`src/rtl/aux_pix_pkg.sv`:
```
package aux_pix_pkg;
  typedef enum logic [1:0] {
    DEPTH_8  = 2'b00,
    DEPTH_16 = 2'b01,
    DEPTH_32 = 2'b10
  } depth_e;

  function automatic logic is_d32(input logic [1:0] d);
    return d[1];
  endfunction

  function automatic logic is_d16(input logic [1:0] d);
    return d == DEPTH_16;
  endfunction

  function automatic logic is_d8(input logic [1:0] d);
    return d == DEPTH_8;
  endfunction
endpackage

```
`src/rtl/aux_rgb_swap.sv`:
```
module aux_rgb_swap #(
  parameter int DATA_W = 32
) (
  input  logic              swap_i,
  input  logic [1:0]        depth_i,
  input  logic [DATA_W-1:0] d_i,
  output logic [DATA_W-1:0] q_o
);
  import aux_pix_pkg::*;

  localparam int L32 = DATA_W / 32;
  localparam int L16 = DATA_W / 16;

  logic [DATA_W-1:0] sw32, sw16;

  for (genvar g = 0; g < L32; g++) begin : g_l32
    assign sw32[g*32 +: 32] = {d_i[g*32+24 +: 8], d_i[g*32 +: 8],
                               d_i[g*32+8 +: 8],  d_i[g*32+16 +: 8]};
  end

  for (genvar g = 0; g < L16; g++) begin : g_l16
    assign sw16[g*16 +: 16] = {d_i[g*16 +: 5], d_i[g*16+5 +: 6], d_i[g*16+11 +: 5]};
  end

  always_comb begin
    q_o = d_i;
    if (swap_i) begin
      if (is_d32(depth_i))      q_o = sw32;
      else if (is_d16(depth_i)) q_o = sw16;
    end
  end
endmodule

```
`src/rtl/aux_word_unpack.sv`:
```
module aux_word_unpack #(
  parameter int DATA_W  = 32,
  parameter int ALPHA_W = 8
) (
  input  logic              clk_i,
  input  logic              rst_ni,
  input  logic              en_i,
  input  logic              alpha_i,
  input  logic [1:0]        depth_i,
  input  logic              in_valid_i,
  input  logic [DATA_W-1:0] in_data_i,
  output logic              in_ready_o,
  output logic              out_valid_o,
  output logic [DATA_W-1:0] out_data_o,
  input  logic              out_ready_i,
  output logic              err_o
);
  import aux_pix_pkg::*;

  localparam int NA    = DATA_W / ALPHA_W;
  localparam int IDX_W = (NA > 1) ? $clog2(NA) : 1;
  localparam int HALF  = ALPHA_W / 2;

  logic              hold_vld;
  logic [DATA_W-1:0] hold;
  logic [IDX_W-1:0]  idx, last_idx;
  logic              last, fire_in, fire_out;

  assign err_o = en_i && alpha_i && is_d8(depth_i);

  always_comb begin
    if (!alpha_i)             last_idx = '0;
    else if (is_d32(depth_i)) last_idx = IDX_W'(NA - 1);
    else                      last_idx = IDX_W'(NA / 2 - 1);
  end

  assign last        = (idx == last_idx);
  assign out_valid_o = hold_vld && !err_o;
  assign fire_out    = out_valid_o && out_ready_i;
  // Refill in the same cycle as the last beat leaves: no bubble
  assign in_ready_o  = en_i && !err_o && (!hold_vld || (out_ready_i && last));
  assign fire_in     = in_valid_i && in_ready_o;

  always_comb begin
    out_data_o = '0;
    if (!alpha_i) begin
      out_data_o = hold;
    end else if (is_d32(depth_i)) begin
      out_data_o[ALPHA_W-1:0] = hold[idx*ALPHA_W +: ALPHA_W];
    end else begin
      out_data_o[HALF-1:0]       = hold[(2*idx)*ALPHA_W + HALF +: HALF];
      out_data_o[ALPHA_W-1:HALF] = hold[(2*idx+1)*ALPHA_W + HALF +: HALF];
    end
  end

  always_ff @(posedge clk_i or negedge rst_ni) begin
    if (!rst_ni) begin
      hold_vld <= 1'b0;
      hold     <= '0;
      idx      <= '0;
    end else if (!en_i) begin
      hold_vld <= 1'b0;
      idx      <= '0;
    end else if (fire_in) begin
      hold_vld <= 1'b1;
      hold     <= in_data_i;
      idx      <= '0;
    end else if (fire_out) begin
      if (last) hold_vld <= 1'b0;
      else      idx      <= idx + 1'b1;
    end
  end
endmodule

```
`src/rtl/aux_pipe_route.sv`:
```
module aux_pipe_route #(
  parameter int DATA_W = 32
) (
  input  logic              en_i,
  input  logic              sel_i,
  input  logic              fmt_valid_i,
  input  logic [DATA_W-1:0] fmt_data_i,
  output logic              fmt_ready_o,
  input  logic              src_valid_i,
  input  logic [DATA_W-1:0] src_data_i,
  output logic              src_ready_o,
  input  logic              pat_valid_i,
  input  logic [DATA_W-1:0] pat_data_i,
  output logic              pat_ready_o,
  output logic              src_valid_o,
  output logic [DATA_W-1:0] src_data_o,
  input  logic              src_ready_i,
  output logic              pat_valid_o,
  output logic [DATA_W-1:0] pat_data_o,
  input  logic              pat_ready_i
);
  logic rep_src, rep_pat;

  assign rep_src = en_i && sel_i;
  assign rep_pat = en_i && !sel_i;

  assign src_valid_o = rep_src ? fmt_valid_i : src_valid_i;
  assign src_data_o  = rep_src ? fmt_data_i  : src_data_i;
  assign src_ready_o = rep_src ? 1'b0        : src_ready_i;

  assign pat_valid_o = rep_pat ? fmt_valid_i : pat_valid_i;
  assign pat_data_o  = rep_pat ? fmt_data_i  : pat_data_i;
  assign pat_ready_o = rep_pat ? 1'b0        : pat_ready_i;

  assign fmt_ready_o = sel_i ? src_ready_i : pat_ready_i;
endmodule

```
`src/rtl/aux_pix_fmt.sv`:
```
module aux_pix_fmt #(
  parameter int DATA_W  = 32,
  parameter int ALPHA_W = 8
) (
  input  logic              clk_i,
  input  logic              rst_ni,
  input  logic              cfg_en_i,
  input  logic              cfg_pipe_sel_i,
  input  logic              cfg_swap_i,
  input  logic              cfg_alpha_i,
  input  logic [1:0]        cfg_depth_i,
  input  logic              ch_valid_i,
  input  logic [DATA_W-1:0] ch_data_i,
  output logic              ch_ready_o,
  input  logic              src_valid_i,
  input  logic [DATA_W-1:0] src_data_i,
  output logic              src_ready_o,
  input  logic              pat_valid_i,
  input  logic [DATA_W-1:0] pat_data_i,
  output logic              pat_ready_o,
  output logic              src_valid_o,
  output logic [DATA_W-1:0] src_data_o,
  input  logic              src_ready_i,
  output logic              pat_valid_o,
  output logic [DATA_W-1:0] pat_data_o,
  input  logic              pat_ready_i,
  output logic              cfg_err_o
);
  logic [DATA_W-1:0] swapped, fmt_data;
  logic              fmt_valid, fmt_ready;

  // Alpha words are never reordered
  aux_rgb_swap #(.DATA_W(DATA_W)) u_swap (
    .swap_i  (cfg_swap_i && !cfg_alpha_i),
    .depth_i (cfg_depth_i),
    .d_i     (ch_data_i),
    .q_o     (swapped)
  );

  aux_word_unpack #(.DATA_W(DATA_W), .ALPHA_W(ALPHA_W)) u_unpack (
    .clk_i       (clk_i),
    .rst_ni      (rst_ni),
    .en_i        (cfg_en_i),
    .alpha_i     (cfg_alpha_i),
    .depth_i     (cfg_depth_i),
    .in_valid_i  (ch_valid_i),
    .in_data_i   (swapped),
    .in_ready_o  (ch_ready_o),
    .out_valid_o (fmt_valid),
    .out_data_o  (fmt_data),
    .out_ready_i (fmt_ready),
    .err_o       (cfg_err_o)
  );

  aux_pipe_route #(.DATA_W(DATA_W)) u_route (
    .en_i        (cfg_en_i),
    .sel_i       (cfg_pipe_sel_i),
    .fmt_valid_i (fmt_valid),
    .fmt_data_i  (fmt_data),
    .fmt_ready_o (fmt_ready),
    .src_valid_i (src_valid_i),
    .src_data_i  (src_data_i),
    .src_ready_o (src_ready_o),
    .pat_valid_i (pat_valid_i),
    .pat_data_i  (pat_data_i),
    .pat_ready_o (pat_ready_o),
    .src_valid_o (src_valid_o),
    .src_data_o  (src_data_o),
    .src_ready_i (src_ready_i),
    .pat_valid_o (pat_valid_o),
    .pat_data_o  (pat_data_o),
    .pat_ready_i (pat_ready_i)
  );
endmodule

```
`config.mk`:
```
export PLATFORM = sky130hd
export DESIGN_NAME = aux_pix_fmt
export DESIGN_NICKNAME = d
export VERILOG_FILES = /design/src/rtl/aux_pix_pkg.sv /design/src/rtl/aux_rgb_swap.sv /design/src/rtl/aux_word_unpack.sv /design/src/rtl/aux_pipe_route.sv /design/src/rtl/aux_pix_fmt.sv
export SDC_FILE = /design/constraint.sdc
export NUM_CORES = 1
export LEC_CHECK = 0
export ABC_CLOCK_PERIOD_IN_PS = 2050
export BUFFER_PORTS_ARGS = -buffer_cell sky130_fd_sc_hd__buf_2
export CAP_MARGIN = 20
export CORE_ASPECT_RATIO = 1.2
export CORE_MARGIN = 10
export CORE_UTILIZATION = 45
export CTS_CLUSTER_DIAMETER = 60
export DETAILED_ROUTE_END_ITERATION = 8
export PLACE_DENSITY = 0.82
export REMOVE_ABC_BUFFERS = 1
export SETUP_SLACK_MARGIN = 0.4
export SKIP_CTS_REPAIR_TIMING = 1
export SLEW_MARGIN = 20
export SYNTH_ARGS = -nofsm -noshare
export SYNTH_HDL_FRONTEND = slang
export SYNTH_SLANG_ARGS = --single-unit
```
`constraint.sdc`:
```
create_clock -name clk_i -period 2.05 [get_ports clk_i]
set_input_delay 0.205 -clock clk_i [delete_from_list [all_inputs] [get_ports clk_i]]
set_output_delay 0.205 -clock clk_i [all_outputs]
set_load 0.01 [all_outputs]
```
# Yosys cells after proc, flatten, opt, wreduce, memory -nomap -nowiden
# Cells that the tools add are included.
[totals]
input_bits = 109
ff_bits = 35
output_inout_bits = 70
[op_classes]
mux = 23
n_addsub = 4
eq_ne = 5
shifts = 3
reduce_logical = 20
[op_table]
columns = ["operator", "count"]
rows = [
  ["two-way mux 32 bit", 5],
  ["variable part select 32 x 33 -> 4 bit", 2],
  ["adder 32 x 3 -> 32 bit (second input constant)", 1],
  ["variable part select 32 x 6 -> 8 bit", 1],
  ["two-way mux 24 bit", 1],
  ["two-way mux 8 bit", 2],
  ["two-way mux 2 bit", 6],
  ["logical AND 1 bit", 11],
  ["two-way mux 1 bit", 9],
  ["adder 6 x 3 -> 7 bit (second input constant)", 1],
  ["!= test 3 x 1 -> 1 bit (second input constant)", 2],
  ["AND reduction 2 bit", 3],
  ["adder 3 x 1 -> 4 bit (second input constant)", 1],
  ["zero test 1 bit", 4],
  ["!= test 3 bit (second input constant)", 1],
  ["adder 2 x 1 -> 2 bit (second input constant)", 1],
  ["equality test 2 x 1 -> 1 bit (second input constant)", 1],
  ["equality test 2 bit", 1],
  ["zero test 2 bit", 1],
  ["logical OR 1 bit", 1],
]

# Depth between registers and ports, before layout
# Gate-level depths: netlist of the first run.
[logic_depth]
ltp_word = 9
depth_mapped = 6

# Hierarchy
# Synthesis of the first run repeated with hierarchy kept, for this count alone.
[unflattened]
cells_unflattened = 332
hier_area_um2 = 3618.5
[modules_own_cells]
columns = ["mod", "area_each_um2", "n_inst", "cells_each"]
rows = [
  ["aux_word_unpack", 2060.7, 1, 182],
  ["aux_pipe_route", 996.0, 1, 78],
  ["aux_rgb_swap", 548.0, 1, 71],
  ["aux_pix_fmt", 13.8, 1, 1],
]

# Least setup slack after synthesis of the first run
# OpenSTA, ideal clock, no wires.
[synth_timing]
path_kind = "reg-to-output"
from = "register u_unpack.idx[0]"
to = "output pat_data_o[4]"
required_time_ns = 1.845
setup_slack_ns = 0.209
stages_incl_launch_ff = 6
arrival_ns = 1.636
path_cell_list = "dfrtp_1 buf_6 mux4_2 a221o_1 o21ai_1 o21ai_1"
[synth_via]
elab_chain_cells = 6
word_cells_on_any_way = 7
cone_classes = "2 x add/sub; 2 x shift; 3 x mux"
[synth_rtl]
columns = ["element", "line", "rtl"]
rows = [
  ["start: declaration", "aux_word_unpack.sv:26", "logic [IDX_W-1:0] idx, last_idx;"],
  ["start signal: assignment", "aux_word_unpack.sv:70", "else idx <= idx + 1'b1;"],
  ["adder 3 x 1 -> 4 bit", "aux_word_unpack.sv:52", "out_data_o[ALPHA_W-1:HALF] = hold[(2*idx+1)*ALPHA_W + HALF +: HALF];"],
  ["adder 32 x 3 -> 32 bit", "aux_word_unpack.sv:52", ""],
  ["variable part select 32 x 33 -> 4 bit", "aux_word_unpack.sv:52", ""],
  ["two-way mux 8 bit *", "aux_word_unpack.sv:48", "end else if (is_d32(depth_i)) begin"],
  ["two-way mux 8 bit *", "aux_word_unpack.sv:46", "if (!alpha_i) begin"],
  ["two-way mux 32 bit *", "aux_pipe_route.sv:32", "assign pat_data_o = rep_pat ? fmt_data_i : pat_data_i;"],
  ["end: declaration", "aux_pix_fmt.sv:25", "output logic [DATA_W-1:0] pat_data_o,"],
]
# Every way passes the cells marked *; elsewhere a longest branch is shown, timed or not.

# Final worst setup path of the first run
[layout_timing]
from = "register u_unpack.idx[0]"
to = "output src_data_o[7]"
[layout_via]
elab_chain_cells = 6
word_cells_on_any_way = 7
cone_classes = "2 x add/sub; 2 x shift; 3 x mux"
[layout_rtl]
columns = ["element", "line", "rtl"]
rows = [
  ["adder 3 x 1 -> 4 bit", "aux_word_unpack.sv:52", ""],
  ["adder 32 x 3 -> 32 bit", "aux_word_unpack.sv:52", ""],
  ["variable part select 32 x 33 -> 4 bit", "aux_word_unpack.sv:52", ""],
  ["two-way mux 8 bit *", "aux_word_unpack.sv:48", ""],
  ["two-way mux 8 bit *", "aux_word_unpack.sv:46", ""],
  ["two-way mux 32 bit *", "aux_pipe_route.sv:28", "assign src_data_o = rep_src ? fmt_data_i : src_data_i;"],
  ["end: declaration", "aux_pix_fmt.sv:22", "output logic [DATA_W-1:0] src_data_o,"],
]
# Marks and branches as above.

==> key figures, run 1 <==
Worst setup path
  • Crit end category: output pin
  • Delay of the slowest critical-path stage: 0.49 ns
  • Category of the most critical setup path: flip-flop to output pin
  • Arr. time, crit path: 2.01 ns
  • Critical-path cell list: buf_6 -> mux4_2 -> a221o_1 -> o21ai_2 -> o21ai_1 -> buf_2
  • Biggest fanout along the worst timing path: 8
  • Worst R2R Setup Slack: 0.01 ns
  • Data required time of the worst path: 1.85 ns
  • Kind of start point of the critical path: flip-flop
  • Cell type of the slowest stage on the worst timing path: mux4_2

Power
  • Clock network fraction of total power: 0.193
  • Total Power Consumption: 2592 uW
  • Pwr Density: 605.6 mW/mm^2
  • Lkg Pwr: 0.002186 uW
  • Power share of the sequential group: 0.395
  • Maximum vdd drop: 0.0003484 V
  • Internal Dissipation: 1660 uW
  • Fraction of power consumed by combinational cells: 0.412
  • Sw Share: 0.3598
  • Switch Pwr: 932.6 uW

Clock network
  • Clock root cell: clkbuf_8
  • CTS tree: built
  • Clock buffers created by TritonCTS: 5
  • Clock latency at the later pin of the worst-skew pair: 0.29 ns
  • Number of sinks handled by clock tree synthesis: 35
  • CTS H-tree lvls: 2
  • Clock input transition at the sequential cells of the worst setup and hold paths: 0.08 ns
  • Maximum clock insertion buffer count: 2

Global route
  • Number of antenna violations at the first check in global routing: 0
  • Pin count of the biggest net entering global routing: 38
  • Overflow after GRT: 0
  • Vias in the first global route: 3,669
  • Global-route wire length before repair: 17.38 mm
  • Total global routing track utilization: 0.2014

Logic synthesis
  • Count of warnings emitted by yosys: 0
  • Gate Count Post-Synth: 355
  • Register bit count reported by yosys: 35
  • Main synth FF type: dfrtp_1
  • Share of async-settable or async-resettable flops after synthesis: 1.000
  • Post-synthesis average cell area: 8.667 um^2
  • Count of flip-flops with a built-in enable after synthesis: 0
  • Sequential share of the synthesized area: 0.2847
  • Cell variety after synth: 34
  • Post-synthesis instance area: 0.003077 mm^2

Hold path
  • Type of the worst min-delay path: primary input to asynchronous set/reset pin

Timing
  • Minimum clock period after layout: 2.217 ns
  • # setup viols final: 16
  • Maximum frequency from static timing analysis: 451.1 MHz
  • Number of endpoints with negative hold slack in the final report: 0
  • RSZ-0062 raised after global routing: true
  • Share of the cycle needed by the critical path after routing: 1.081
  • Slew of the pin with the lowest slew margin: 1.081 ns
  • Final critical-path setup slack: -0.1669 ns
  • Final count of pins violating max slew: 0
  • Final worst clock skew: 0.009275 ns
  • Max-slew headroom at the worst pin: 0.2764

Final layout
  • Total non-filler cell area in the finished layout: 0.004280 mm^2
  • Layout overhead on the synthesized area: 39.12%
  • Multi-input gate area: 0.002062 mm^2
  • Ant diodes: 0
  • Final #Nets: 640
  • Area occupied by registers: 875.8 um^2
  • Layout cells sized above 1: 0.4774
  • Most common library cell in the layout ignoring fill and taps: buf_2
  • Fillcell total: 548
  • Commonest cells after routing, fill and taps aside: 178 x buf_2, 92 x nand2_1, 48 x o21ai_0

Placement
  • HPWL after detailed placement: 8.869 mm
  • Global placer's final weighted congestion: 0.8525
  • Placed inst area: 0.004100 mm^2
  • Buffers on Ports: 178

Die
  • Number of placed I/O pins: 179
  • Area of the die: 0.01056 mm^2
  • Core ar.: 0.006526 mm^2
  • Row count: 32
  • Die boundary height: 110.6 um
  • Chip Width: 95.48 um
  • Initial Util: 0.4714

Routing
  • Antenna-violating nets left: 0
  • DR vias: 3,379
  • Total routed wirelength: 11.04 mm
  • Post-detailed-route wirelength per cell: 17.90 um
  • Avg Vias per Cell: 5.476
  • DRC violation count after routing: 0
  • Number of DRC violations after detailed-routing iteration 0: 157
  • Pre-antenna DRT Iters: 4

Run
  • Max cap viols: 0

Status
  • Violations in the final reports: setup timing
  • Status: finished with violations
## state kept, by name, summed over array words and instances, names as in the netlist
register,count
u_unpack.hold_vld,1
u_unpack.idx,2
u_unpack.hold,32
## power by group through the flow
stage | clock [uW] | combinational, uW | sequential (uW)
2_1_floorplan | 0 | 656 | 968
3_3_place_gp | 0 | 1010 | 1010
3_5_place_dp | 0 | 1050 | 1020
4_1_cts | 509 | 1050 | 1010
5_1_grt | 543 | 1180 | 1040
6_report | 500 | 1070 | 1020
## cell type report
class	instances	area share
clock buffers	6	0.01695
clock inverters	2	0.002923
inverters	14	0.01228
multi-input cells	277	0.4817
flip-flops and latches	35	0.2046
well taps	85	0.02485
repair buffers	198	0.2566
## worst max-delay path, delay by kind of cell (launching register included)
family | cells | cell delay [ns]
compound gates | 3 | 0.51
buf+inv | 2 | 0.32
flops | 1 | 0.39
mux | 1 | 0.49
## Yosys cell counts (5+ instances only)
master | count | area [um^2]
clkbuf_1 | 19 | 71.32
a222oi_1 | 10 | 100.1
dfrtp_1 | 35 | 875.8
o21ai_0 | 48 | 240.2
mux2_1 | 25 | 281.5
o21ai_1 | 27 | 135.1
buf_6 | 5 | 56.30
mux4_2 | 8 | 180.2
inv_1 | 13 | 48.80
a221o_1 | 8 | 80.08
mux2i_1 | 11 | 110.1
mux2_4 | 20 | 300.3
nand2_1 | 93 | 349.1
## routing by layer
metal  up-vias  wire length [um]  track usage
met5         -                 0            0
met4         0               254      0.07655
met3        24              1202      0.08254
met2       146              5733       0.3622
met1      1569              3853       0.1964
li1       1640                 -            -
## worst paths after layout
path / start / endpoint / depth (start not counted)
max: u_unpack.idx[0]$_DFFE_PN0P_ / src_data_o[7] / 6
min: rst_ni / u_unpack.hold[25]$_DFFE_PN0P_ / 1
max reg2reg: u_unpack.idx[0]$_DFFE_PN0P_ / u_unpack.hold[31]$_DFFE_PN0P_ / 6
min reg2reg: u_unpack.hold[16]$_DFFE_PN0P_ / u_unpack.hold[16]$_DFFE_PN0P_ / 2
max in group asynchronous: rst_ni / u_unpack.hold[31]$_DFFE_PN0P_ / 1
min in group clk_i: ch_data_i[9] / u_unpack.hold[9]$_DFFE_PN0P_ / 2
## per-stage QoR
step	setup TNS, ns	std cells	setup slack (ns)	hold slack [ns]	utilization
after detailed placement	0	606	0.02862	0.3462	0.6283
final	-2.147	617	-0.1669	0.006956	0.6559
after global placement	0	606	0.08175	0.3274	0.6283
after global routing	-4.827	617	-0.2568	0.06313	0.6559
after CTS	-3.688	614	-0.2679	0.03614	0.6413
after floorplan	-26.72	326	-0.8493	-0.09059	-
## cell families (layout without fill, tap and decap cells)
group / Yosys count / in the layout / synth area share
muxes: 66 / 66 / 0.2908
DFF: 35 / 35 / 0.2847
xor gates and xnor gates: 1 / 1 / 0.002847
and+or+nand+nor: 106 / 106 / 0.1440
AOI/OAI and AO/OA: 104 / 104 / 0.2098
buffers and inverters: 43 / 220 / 0.06791
No activity file was read; power rests on OpenSTA's default activity.
==> run 2: changes to the inputs <==
--- a/config.mk
+++ b/config.mk
@@ -5,11 +5,11 @@
 export SDC_FILE = /design/constraint.sdc
 export NUM_CORES = 1
 export LEC_CHECK = 0
-export ABC_CLOCK_PERIOD_IN_PS = 2050
+export ABC_CLOCK_PERIOD_IN_PS = 2300
 export BUFFER_PORTS_ARGS = -buffer_cell sky130_fd_sc_hd__buf_2
 export CAP_MARGIN = 20
 export CORE_ASPECT_RATIO = 1.2
-export CORE_MARGIN = 10
+export CORE_MARGIN = 1
 export CORE_UTILIZATION = 45
 export CTS_CLUSTER_DIAMETER = 60
 export DETAILED_ROUTE_END_ITERATION = 8
==> constraint.sdc (replaced) <==
create_clock -name clk_i -period 2.3 [get_ports clk_i]
set_input_delay 0.23 -clock clk_i [delete_from_list [all_inputs] [get_ports clk_i]]
set_output_delay 0.23 -clock clk_i [all_outputs]
set_load 0.01 [all_outputs]
==> run 2 against run 1 <==
The run now ends clean. Cell area fell by 0.64%. Setup slack gained 0.19 ns. Sequential power fell by 10%. Largest cell class unchanged. Largest power group unchanged.
==> key figures, run 2 (same netlist as run 1, synthesis figures left out) <==
Clock network
  • CTS tree: built
  • Maximum clock insertion buffer count: 2
  • Clock buffers created by TritonCTS: 5
  • Number of sinks handled by clock tree synthesis: 35
  • Clock root cell: clkbuf_8
  • Clock input transition at the sequential cells of the worst setup and hold paths: 0.08 ns
  • Clock latency at the later pin of the worst-skew pair: 0.30 ns
  • CTS H-tree lvls: 2

Worst setup path
  • Biggest fanout along the worst timing path: 7
  • Crit end category: output pin
  • Endpoint of the most critical register-to-register path: u_unpack.hold[31]$_DFFE_PN0P_
  • Worst R2R Setup Slack: 0.11 ns
  • Kind of start point of the critical path: flip-flop
  • Category of the most critical setup path: flip-flop to output pin
  • Number of cells traversed by the worst register-to-register path: 7
  • Critical R2R Launch: u_unpack.idx[0]$_DFFE_PN0P_
  • Launch point of the worst path: u_unpack.idx[0]$_DFFE_PN0P_
  • Data required time of the worst path: 2.07 ns
  • Arr. time, crit path: 2.05 ns

Final layout
  • Register with the most flip-flops: u_unpack.hold
  • Layout Cells excl Fill: 613
  • Most common library cell in the layout ignoring fill and taps: buf_2
  • Layout cells sized above 1: 0.4716
  • Final #Nets: 636
  • Ant diodes: 0
  • Total non-filler cell area in the finished layout: 0.004253 mm^2
  • Number of flip-flops under the largest register name: 32
  • Commonest cells after routing, fill and taps aside: 178 x buf_2, 92 x nand2_1, 48 x o21ai_0
  • Final core area utilization: 0.6516
  • Top flop regs: u_unpack.hold x32, u_unpack.idx x2, u_unpack.hold_vld x1
  • Layout overhead on the synthesized area: 38.23%

Placement
  • Number of cells in the design after placement: 601
  • Buffers on Ports: 178
  • Pre-CTS setup slack: 0.2196 ns
  • HPWL after detailed placement: 6.974 mm
  • Placed inst area: 0.004063 mm^2
  • Global placer's final weighted congestion: 0.7894

Timing
  • Final count of pins violating max slew: 0
  • Share of the cycle needed by the critical path after routing: 0.9894
  • # setup viols final: 0
  • Slew of the pin with the lowest slew margin: 0.9766 ns
  • Max-slew headroom at the worst pin: 0.3461
  • Final worst clock skew: 0.01354 ns
  • Minimum clock period after layout: 2.276 ns
  • RSZ-0062 raised after global routing: true
  • Maximum frequency from static timing analysis: 439.4 MHz
  • Number of endpoints with negative hold slack in the final report: 0
  • Hold Slack: 0.006263 ns
  • Final critical-path setup slack: 0.02439 ns

Die
  • Initial Util: 0.4714
  • Chip Width: 77.48 um
  • Die boundary height: 92.58 um
  • Row count: 32
  • Area of the die: 0.007173 mm^2
  • Number of placed I/O pins: 179
  • Core ar.: 0.006526 mm^2

Global route
  • Number of antenna violations at the first check in global routing: 0
  • Global-route wire length before repair: 14.47 mm
  • Pin count of the biggest net entering global routing: 38
  • Overflow after GRT: 0
  • Total global routing track utilization: 0.2538
  • Vias in the first global route: 3,220

Routing
  • Pre-antenna DRT Iters: 7
  • Post-detailed-route wirelength per cell: 15.16 um
  • DRC violation count after routing: 0
  • Antenna-violating nets left: 0
  • Total routed wirelength: 9.293 mm
  • Avg Vias per Cell: 5.501
  • DR vias: 3,372
  • Number of DRC violations after detailed-routing iteration 0: 265

Run
  • Max cap viols: 0

Power
  • Maximum vdd drop: 0.0003532 V
  • Pwr Density: 553.5 mW/mm^2
  • Lkg Pwr: 0.002163 uW

Hold path
  • Type of the worst min-delay path: primary input to asynchronous set/reset pin

Status
  • Status: completed
run 2: cell count changes in the layout (fill, tap and decap cells not counted), moves of 2 or more:
cell and change:
a21oi_2 -2, a21oi_1 +2, dfrtp_2 +2, clkbuf_8 +2, dfrtp_1 -2, buf_4 -4
run 2: through the flow:
| step | power [uW] | TNS, ns |
|---|---|---|
| after floorplan | 1447 | -16.88 |
| after global placement | 1777 | 0 |
| after detailed placement | 1828 | 0 |
| after CTS | 2323 | -0.5707 |
| after global routing | 2487 | -0.2059 |
| final | 2354 | 0 |
run 2: metal layers:
| metal | wire (um) | GRT usage | part of all wire | vias up |
|---|---|---|---|---|
| li1 | - | - | - | 1632 |
| met1 | 3646 | 0.2832 | 0.39 | 1565 |
| met2 | 4804 | 0.4698 | 0.52 | 153 |
| met3 | 647 | 0.04926 | 0.070 | 22 |
| met4 | 195 | 0.09748 | 0.021 | 0 |
| met5 | 0 | 0 | 0 | - |
run 2: final cells by class:
class	count	area (um^2)
clock buffer	8	100.1
fill	549	2273
inverter	14	52.55
multi-input combinational	277	2033
sequential	35	878.3
tap	85	106.4
timing repair buffer	194	1082
run 2: worst max-delay path by stage:
stage | to | depth (start not counted)
after floorplan | u_unpack.hold[31]$_DFFE_PN0P_ | 4
after global placement | pat_data_o[1] | 6
after detailed placement | pat_data_o[2] | 5
after CTS | pat_data_o[2] | 5
after global routing | src_data_o[7] | 6
final | pat_data_o[2] | 6
run 2: critical path, stage by stage, from the launching register on:
cell and delay, ns:
dfrtp_2 0.43, buf_12 0.15, mux4_2 0.48, a221o_1 0.34, o21ai_2 0.09, o21ai_1 0.10
buf_2 0.15
run 2: where the power goes:
group	switching (uW)	internal, uW	leakage [uW]
clock network	228	273	0.0000515
registers	156	761	0.000414
logic	433	503	0.00170
total	817	1540	0.00216
